### src/rtl/sdlc_tx_pkg.sv
package sdlc_tx_pkg;
  typedef enum logic [2:0] {
    ST_IDLE, ST_OPEN, ST_DATA, ST_FCS, ST_CLOSE, ST_ABORT
  } tx_state_e;

  localparam logic [7:0]  FLAG_PAT  = 8'h7E;
  localparam logic [15:0] CRC_POLY  = 16'h8408;
  localparam logic [15:0] CRC_PRESET = 16'hFFFF;

  // one bit of the reflected CRC-16 recurrence
  function automatic logic [15:0] crc_step(input logic [15:0] c, input logic b);
    crc_step = {1'b0, c[15:1]} ^ (((c[0] ^ b) == 1'b1) ? CRC_POLY : 16'h0000);
  endfunction
endpackage

### src/rtl/sdlc_tx_fifo.sv
module sdlc_tx_fifo #(
  parameter int DEPTH = 4,
  parameter int WIDTH = 9
) (
  input  logic             clk,
  input  logic             rst,
  input  logic             wr_en,
  input  logic [WIDTH-1:0] wr_data,
  input  logic             rd_en,
  output logic [WIDTH-1:0] rd_data,
  output logic             empty,
  output logic             full
);
  localparam int AW = (DEPTH > 1) ? $clog2(DEPTH) : 1;

  logic [WIDTH-1:0] mem [DEPTH];
  logic [AW:0] wr_ptr, rd_ptr;
  logic wr_ok;

  assign empty = (wr_ptr == rd_ptr);
  assign full  = (wr_ptr[AW] != rd_ptr[AW]) && (wr_ptr[AW-1:0] == rd_ptr[AW-1:0]);
  assign wr_ok = wr_en && !full;
  assign rd_data = mem[rd_ptr[AW-1:0]];

  always_ff @(posedge clk) begin
    if (wr_ok) mem[wr_ptr[AW-1:0]] <= wr_data;
  end

  always_ff @(posedge clk) begin
    if (rst) begin
      wr_ptr <= '0;
      rd_ptr <= '0;
    end else begin
      if (wr_ok) wr_ptr <= wr_ptr + 1'b1;
      if (rd_en && !empty) rd_ptr <= rd_ptr + 1'b1;
    end
  end


  no_overflow_chk: assert property (@(posedge clk) disable iff (rst)
    (wr_ptr - rd_ptr) <= (AW+1)'(DEPTH));

  no_underflow_chk: assert property (@(posedge clk) disable iff (rst)
    rd_en |-> !empty);
endmodule

### src/rtl/sdlc_tx_serializer.sv
module sdlc_tx_serializer
  import sdlc_tx_pkg::*;
#(
  parameter int MIN_GAP = 4
) (
  input  logic       clk,
  input  logic       rst,
  input  logic       bit_en,
  input  logic       nrzi_en,
  input  logic       fifo_empty,
  input  logic [8:0] fifo_word,
  output logic       fifo_pop,
  output logic       txd,
  output logic       rts_n,
  output logic       eom_status
);
  localparam int GW = $clog2(MIN_GAP + 1);
  localparam logic [GW-1:0] GAP_MAX = GW'(MIN_GAP - 1);

  tx_state_e   state;
  logic [15:0] shreg;
  logic [4:0]  cnt;
  logic [2:0]  ones;
  logic [15:0] crc;
  logic        eom_q;

  logic        stuff, cur_bit, unit_end, take_next;
  logic [15:0] crc_nx;

  assign stuff     = (ones == 3'd5);
  assign cur_bit   = stuff ? 1'b0 : shreg[0];
  assign crc_nx    = crc_step(crc, shreg[0]);
  assign unit_end  = (state != ST_IDLE) && !stuff && (cnt == 5'd1);
  assign take_next = unit_end && !fifo_empty &&
                     ((state == ST_OPEN) || (state == ST_DATA && !eom_q));
  assign fifo_pop  = bit_en && take_next;

  always_ff @(posedge clk) begin
    if (rst) begin
      state <= ST_IDLE; shreg <= '0; cnt <= '0; ones <= '0;
      crc <= CRC_PRESET; eom_q <= 1'b0;
      txd <= 1'b1; rts_n <= 1'b1; eom_status <= 1'b0;
    end else if (bit_en) begin
      if (state == ST_IDLE) txd <= 1'b1;
      else if (nrzi_en)     txd <= cur_bit ? txd : ~txd;
      else                  txd <= cur_bit;

      if (state == ST_IDLE) begin
        ones <= '0;
        if (!fifo_empty) begin
          state <= ST_OPEN; shreg <= {8'h00, FLAG_PAT}; cnt <= 5'd8;
          rts_n <= 1'b0; eom_status <= 1'b0; crc <= CRC_PRESET; eom_q <= 1'b0;
        end else begin
          rts_n <= 1'b1;
        end
      end else if (stuff) begin
        ones <= '0;
      end else begin
        shreg <= {1'b0, shreg[15:1]};
        cnt   <= cnt - 5'd1;
        if (state == ST_DATA) crc <= crc_nx;
        ones <= ((state == ST_DATA || state == ST_FCS) && shreg[0]) ? ones + 3'd1 : 3'd0;
        if (unit_end) begin
          unique case (state)
            ST_OPEN, ST_DATA: begin
              if (state == ST_DATA && eom_q) begin
                state <= ST_FCS; shreg <= ~crc_nx; cnt <= 5'd16; eom_status <= 1'b1;
              end else if (take_next) begin
                state <= ST_DATA; shreg <= {8'h00, fifo_word[7:0]};
                eom_q <= fifo_word[8]; cnt <= 5'd8;
              end else begin
                state <= ST_ABORT; shreg <= 16'h00FF; cnt <= 5'd8; eom_status <= 1'b1;
              end
            end
            ST_FCS: begin
              state <= ST_CLOSE; shreg <= {8'h00, FLAG_PAT}; cnt <= 5'd8;
            end
            default: state <= ST_IDLE;
          endcase
        end
      end
    end
  end

  // bit-rate watch for the checks below
  logic [GW-1:0] gap;
  always_ff @(posedge clk) begin
    if (rst)            gap <= GAP_MAX;
    else if (bit_en)    gap <= '0;
    else if (gap != GAP_MAX) gap <= gap + 1'b1;
  end


  ones_limit_chk: assert property (@(posedge clk) disable iff (rst) ones <= 3'd5);

  txd_hold_chk: assert property (@(posedge clk) disable iff (rst) !bit_en |=> $stable(txd));

  bit_rate_chk: assert property (@(posedge clk) disable iff (rst) bit_en |-> gap == GAP_MAX);

  rts_rise_chk: assert property (@(posedge clk) disable iff (rst) $rose(rts_n) |-> txd);

  rts_fall_chk: assert property (@(posedge clk) disable iff (rst)
    $fell(rts_n) |-> (txd && !eom_status));

  status_clear_chk: assert property (@(posedge clk) disable iff (rst)
    $fell(eom_status) |-> !rts_n);
endmodule

### src/rtl/sdlc_tx_framer.sv
module sdlc_tx_framer #(
  parameter int FIFO_DEPTH  = 4,
  parameter int MIN_BIT_GAP = 4
) (
  input  logic       clk,
  input  logic       rst,
  input  logic       bit_en,
  input  logic       nrzi_en,
  input  logic       wr_en,
  input  logic [7:0] wr_byte,
  input  logic       wr_eom,
  output logic       fifo_full,
  output logic       txd,
  output logic       rts_n,
  output logic       eom_status
);
  localparam int ENTRY_W = 9;

  logic [ENTRY_W-1:0] head;
  logic fifo_empty, pop;

  sdlc_tx_fifo #(.DEPTH(FIFO_DEPTH), .WIDTH(ENTRY_W)) u_fifo (
    .clk(clk), .rst(rst),
    .wr_en(wr_en), .wr_data({wr_eom, wr_byte}),
    .rd_en(pop), .rd_data(head),
    .empty(fifo_empty), .full(fifo_full)
  );

  sdlc_tx_serializer #(.MIN_GAP(MIN_BIT_GAP)) u_ser (
    .clk(clk), .rst(rst), .bit_en(bit_en), .nrzi_en(nrzi_en),
    .fifo_empty(fifo_empty), .fifo_word(head), .fifo_pop(pop),
    .txd(txd), .rts_n(rts_n), .eom_status(eom_status)
  );
endmodule

### config.mk
export PLATFORM = sky130hd
export DESIGN_NAME = sdlc_tx_framer
export DESIGN_NICKNAME = d
export VERILOG_FILES = /design/src/rtl/sdlc_tx_pkg.sv /design/src/rtl/sdlc_tx_fifo.sv /design/src/rtl/sdlc_tx_serializer.sv /design/src/rtl/sdlc_tx_framer.sv
export SDC_FILE = /design/constraint.sdc
export NUM_CORES = 1
export LEC_CHECK = 0
export ABC_AREA = 1
export BUFFER_PORTS_ARGS = -buffer_cell sky130_fd_sc_hd__buf_4
export CORE_MARGIN = 8
export CORE_UTILIZATION = 25
export CTS_BUF_LIST = sky130_fd_sc_hd__clkbuf_8 sky130_fd_sc_hd__clkbuf_16
export CTS_CLUSTER_SIZE = 8
export DETAILED_ROUTE_END_ITERATION = 8
export PLACE_DENSITY = 0.5
export SLEW_MARGIN = 0
export SYNTH_ARGS = -nofsm -noshare
export SYNTH_HDL_FRONTEND = slang
export SYNTH_SLANG_ARGS = --single-unit
### constraint.sdc
create_clock -name clk -period 4.06 [get_ports clk]
set_input_delay 0.406 -clock clk [delete_from_list [all_inputs] [get_ports clk]]
set_output_delay 0.406 -clock clk [all_outputs]
set_load 0.05 [all_outputs]
# Word level (Yosys, flattened, before mapping)
# Memory sizes are Yosys's and may differ from the RTL's. A register that Yosys moved wholly into a read port is not among the register bits.
# Index checks and enable logic that the tools add are counted.
[op_classes]
reduce_logical = 31
n_eq_ne = 13
n_mux = 50
bitwise = 4
add_sub_neg = 4
[op_table]
columns = ["op", "count"]
rows = [
  ["$mux 16", 10],
  ["$pmux 16 s2", 1],
  ["$mux 3", 9],
  ["$mux 5", 5],
  ["$mux 1", 20],
  ["$not 16->16", 1],
  ["$xor 15x16->16", 1],
  ["$logic_and 1x1->1", 11],
  ["$pmux 5 s2", 1],
  ["$add 3x1->3 const B", 3],
  ["$mux 8", 1],
  ["$reduce_and 4->1", 2],
  ["$reduce_bool 2->1", 4],
  ["$reduce_and 7->1", 1],
  ["$eq 3x2->1 const B", 2],
  ["$ne 3x3->1 const B", 2],
  ["$pmux 3 s2", 1],
  ["$reduce_and 6->1", 1],
  ["$eq 5x1->1 const B", 1],
  ["$sub 5x1->5 const B", 1],
  ["$logic_not 1->1", 4],
  ["$mux 2", 2],
  ["$ne 2x2->1 const B", 2],
  ["$reduce_and 2->1", 2],
  ["13 further kinds", 14],
]
[totals]
memories = 1
out_inout_bits = 4
in_bits = 14
mem_bits_rw = 36
reg_bits = 53
[mem_list]
columns = ["name", "depth", "width", "rd", "rd_ports_with_merged_regs", "write_ports", "line_no", "rtl"]
rows = [
  ["u_fifo.mem", 4, 9, 1, 1, 1, "sdlc_tx_fifo.sv:16", "logic [WIDTH-1:0] mem [DEPTH];"],
]

# Longest topological paths before layout
[depth]
depth_word = 12
depth_mapped = 12

# Cells and area by module
# From an unflattened synthesis, not the netlist that was laid out.
[hier_totals]
hier_cells = 508
area_unflattened_um2 = 4245.3
[by_module_without_submodules]
columns = ["mod", "n_inst", "cells_per_inst", "area_per_inst_um2", "seq_area_each_um2"]
rows = [
  ["sdlc_tx_serializer", 1, 346, 2412.3, 940.9],
  ["sdlc_tx_fifo", 1, 162, 1833.0, 1241.2],
]

# Worst setup path after synthesis
# OpenSTA, ideal clock, no wires.
[synth_path]
kind = "register to register"
from = "register u_fifo.wr_ptr[0]"
to = "memory u_fifo.mem[3][0] (enable)"
path_stages_with_launch = 7
slack_ps = 2424
setup_time_ps = 377
n_path_buf = 0
arrival_time_ps = 1259
t_required_ps = 3683
path_cell_list = "dfxtp_1 -> inv_1 -> nand2_1 -> nand2_1 -> nand3_1 -> nand2_1 -> nor2_1"
[synth_between]
elab_chain_cells = 6
[synth_rtl]
columns = ["item", "line_no", "rtl"]
rows = [
  ["start, declared", "sdlc_tx_fifo.sv:17", "logic [AW:0] wr_ptr, rd_ptr;"],
  ["start signal, assigned", "sdlc_tx_fifo.sv:34", "if (wr_ok) wr_ptr <= wr_ptr + 1'b1;"],
  ["$eq 2x2->1", "sdlc_tx_fifo.sv:21", "assign full = (wr_ptr[AW] != rd_ptr[AW]) && (wr_ptr[AW-1:0] == rd_ptr[AW-1:0]);"],
  ["$logic_and 1x1->1", "sdlc_tx_fifo.sv:21", ""],
  ["$logic_not 1->1", "sdlc_tx_fifo.sv:22", "assign wr_ok = wr_en && !full;"],
  ["$logic_and 1x1->1", "sdlc_tx_fifo.sv:22", ""],
  ["$mux 1", "sdlc_tx_fifo.sv:26", "if (wr_ok) mem[wr_ptr[AW-1:0]] <= wr_data;"],
  ["$mux 1 (implied by the code)", "sdlc_tx_fifo.sv:26", ""],
  ["end, declared", "sdlc_tx_fifo.sv:16", ""],
]
# Parallel ways exist; a longest one is shown, timed or not.

# Final worst setup path
[layout_path]
from = "register u_ser.state[0]"
to = "register u_ser.shreg[3]"
[layout_between]
elab_chain_cells = 11
[layout_rtl]
columns = ["item", "line_no", "rtl"]
rows = [
  ["start, declared", "sdlc_tx_serializer.sv:20", "tx_state_e state;"],
  ["start signal, assigned", "sdlc_tx_serializer.sv:40", "state <= ST_IDLE; shreg <= '0; cnt <= '0; ones <= '0;"],
  ["start signal, assigned", "sdlc_tx_serializer.sv:51", "state <= ST_OPEN; shreg <= {8'h00, FLAG_PAT}; cnt <= 5'd8;"],
  ["start signal, assigned", "sdlc_tx_serializer.sv:67", "state <= ST_FCS; shreg <= ~crc_nx; cnt <= 5'd16; eom_status <= 1'b1;"],
  ["$reduce_bool 3->1", "sdlc_tx_serializer.sv:33", "assign unit_end = (state != ST_IDLE) && !stuff && (cnt == 5'd1);"],
  ["$logic_and 1x1->1 (2 in series)", "sdlc_tx_serializer.sv:33", ""],
  ["$logic_and 1x1->1 (2 in series)", "sdlc_tx_serializer.sv:34", "assign take_next = unit_end && !fifo_empty &&"],
  ["$mux 8", "sdlc_tx_serializer.sv:68", "end else if (take_next) begin"],
  ["$mux 16", "sdlc_tx_serializer.sv:66", "if (state == ST_DATA && eom_q) begin"],
  ["$pmux 16 s2", "sdlc_tx_serializer.sv:64", "unique case (state)"],
  ["$mux 16", "sdlc_tx_serializer.sv:63", "if (unit_end) begin"],
  ["$mux 16", "sdlc_tx_serializer.sv:56", "end else if (stuff) begin"],
  ["$mux 16", "sdlc_tx_serializer.sv:48", "if (state == ST_IDLE) begin"],
  ["end signal, assigned", "sdlc_tx_serializer.sv:59", "shreg <= {1'b0, shreg[15:1]};"],
  ["end, declared", "sdlc_tx_serializer.sv:21", "logic [15:0] shreg;"],
]
# Parallel ways exist; a longest one is shown, timed or not. The select of a mux whose other input is x is not followed.
# A chain may end at the register's enable or synchronous reset.

==> run metrics <==
outcome finished, final reports clean; Synth area leader dfxtp_1; placed cell areas 4440 um2; Crit path required time 4.34 ns; endpoint class of the critical path register; Final Slew Violations 0; gr usage total 0.0970; die width 145 um; # fillers 1,742; multiplexer area fraction after synthesis 0; share of cells above drive strength 1 0.101; Core Box Area 16,400 um2; Antenna diodes 0; first-pass GRT wire length 15.8 mm; vias 3,216; Skew-Pair Late Insertion Delay 0.35 ns; Initial Utilization 0.253; Avg WL per Cell 13.0 um; Worst Hold Class input pin to register; Die Ht 145 um; post-CTS setup buffers 0; leading register cell type out of synthesis dfxtp_1; vias in the first global route 3,130; CTS HTree Levels 3; Clock Sink Count 91; die area 21,000 um2; count leader, synth nand2_1; Seq/Total Area, Yosys 0.527; Vias/cell 4.45; Max VDD drop 0.254 mV; GRT busiest layer met2; adder-cell share of the synthesized area 0.0272; mapped cell area 4140 um2; CTS tree yes; met1 Usage GRT 0.123; largest net degree at the start of global routing 28; PwrDens 457 nW/um2; DRC violations left 0; leakage power 1.84 nW; Detail Route Antenna Nets 0; CP max FO 14; Final Non-Filler Cells 723; Worst slew margin 0.352; clock buffer depth 2; nets 521; GPL Wtd Cong 0.785; Yosys cell types 37; I/O pins 18; number of synthesized flops with an enable pin 36; initial DRC count 140; minimum clock period 2.11 ns; post-synthesis net count 510; WL final 9.41 mm; CP startpoint kind register; Final period util 0.520; dpl hpwl 6.67 mm; #FFs+latches synth 91; RSZ-0062 raised after global routing false; met2 GRT Util 0.154; HP Start wr_byte[6]; final hold viol count 0; Overflow after GRT 0; Site Rows 47; Slew @ Worst Pin 0.968 ns; CTS resizes 0; Inserted Clock Buffers 9; clock root cell clkbuf_16; met3 Use GR 0.0282; initial antenna violation count 0; area grow syn2layout 14.2%; Post-Synthesis Cells 487; largest family of logic cells by synthesized area simple AND/OR/NAND/NOR gates; # hold bufs at CTS 0; Critical Path AT 2.39 ns; setup tns final 0 ns; Synth top cells by count nand2_1, dfxtp_1, a21oi_1; FMAX 473 MHz; fraction of registers with async set/reset 0; drt pass-1 iters 4; Max-Cap Viols 0; CP Launch Point u_ser.state[0]; post-synthesis xor/xnor area fraction 0.00634; final non-filler cell area 4730 um2; Final setup viols 0; CTS clk-pin slew, worst paths 0.07 ns; average size of a mapped cell 8.51 um2; post-synthesis compound-gate area fraction 0.165; PortBufs 17; final hold slack 0.256 ns; placed cell count 707; worst reg2reg startpoint u_ser.state[0]; Synth top area share 0.266; clk_skew 0.00639 ns; critical path class register to register; yosys warns 0; Simple-Gate Fraction of Synth Area 0.206; Synth area leaders dfxtp_1, edfxtp_1, nand2_1, a21oi_1, o21ai_0
-- flip-flops by register name (all words and copies together) (netlist names), named ones only --
| signal | cells |
|---|---|
| u_fifo.mem | 36 |
| u_ser.crc | 16 |
| u_ser.shreg | 16 |
| u_ser.cnt | 5 |
| u_fifo.rd_ptr | 3 |
| u_fifo.wr_ptr | 3 |
| u_ser.ones | 3 |
| u_ser.state | 3 |
| u_ser.eom_q | 1 |
| u_ser.eom_status | 1 |
| u_ser.rts_n | 1 |
| u_ser.txd | 1 |
-- path summary, 6_finish.rpt --
path | cells after the start | end | slack [ns]
max | 10 | u_ser.shreg[3] | 1.95
min | 1 | u_fifo.mem[2][6] | 0.26
max reg2reg | 10 | u_ser.shreg[3] | 1.95
min reg2reg | 2 | u_ser.shreg[14] | 0.46
-- placed cells by master (no fill, tap or decap), types with 2 or more instances in the layout --
cell	count
nor3_1	4
inv_1	42
buf_4	17
o22ai_1	5
inv_8	2
nand3b_1	2
clkbuf_16	9
o21a_1	2
dfxtp_1	55
ha_1	9
nand4_1	3
clkinv_1	2
nand2_2	6
edfxtp_1	36
nor2_4	3
o211ai_1	9
nand2_4	2
nand3_1	19
xor2_1	2
a21oi_1	54
nor2_1	31
o21ai_1	3
inv_6	4
nand2_1	123
inv_2	2
o21ai_0	45
-- where the power goes --
part           switching, mW  internal, mW  total (mW)
Clock                  0.391         0.432       0.822
Combinational          0.193        0.0911       0.284
Sequential            0.0378          1.02        1.06
-- layout make-up --
class	count	area, um2	share of cell area
flip-flops and latches	91	2180	0.461
multi-input cells	332	1680	0.354
well taps	220	275	0.0582
clock buffers	9	225	0.0476
inverters	47	181	0.0383
repair buffers	17	128	0.0270
clock inverters	7	62.6	0.0132
-- metrics by stage --
stage	setup WS, ns	utilization	power, mW
3_5_place_dp	1.90	0.271	1.36
3_3_place_gp	1.92	0.271	1.36
5_1_grt	1.67	0.288	2.27
6_report	1.95	0.288	2.16
2_1_floorplan	2.42	-	1.29
4_1_cts	1.89	0.288	2.19
-- critical path, cell delays in order, from the launching register on --
cell     delay [ns]
dfxtp_1        0.35
inv_1          0.13
nand2_2        0.21
nand2_4        0.10
nor2_4         0.32
inv_1          0.13
nand2_4        0.20
inv_1          0.26
nor2_1         0.16
nand2_1        0.07
a21oi_1        0.11
-- metal layers --
metal,up-vias,routed length (um),share of wire
met5,-,0,0
met4,0,103,0.011
met3,6,289,0.031
met2,44,4330,0.46
met1,1508,4690,0.50
li1,1658,-,-
-- cells by family after synthesis --
logic type	count (synthesis)
adder cells (fa/ha/maj)	9
AND/OR/NAND/NOR	196
XOR/XNOR	3
flip-flops	91
AO/OA/AOI/OAI	124
buffers and inverters	64
Note: power is estimated with default switching activity, not from simulation.
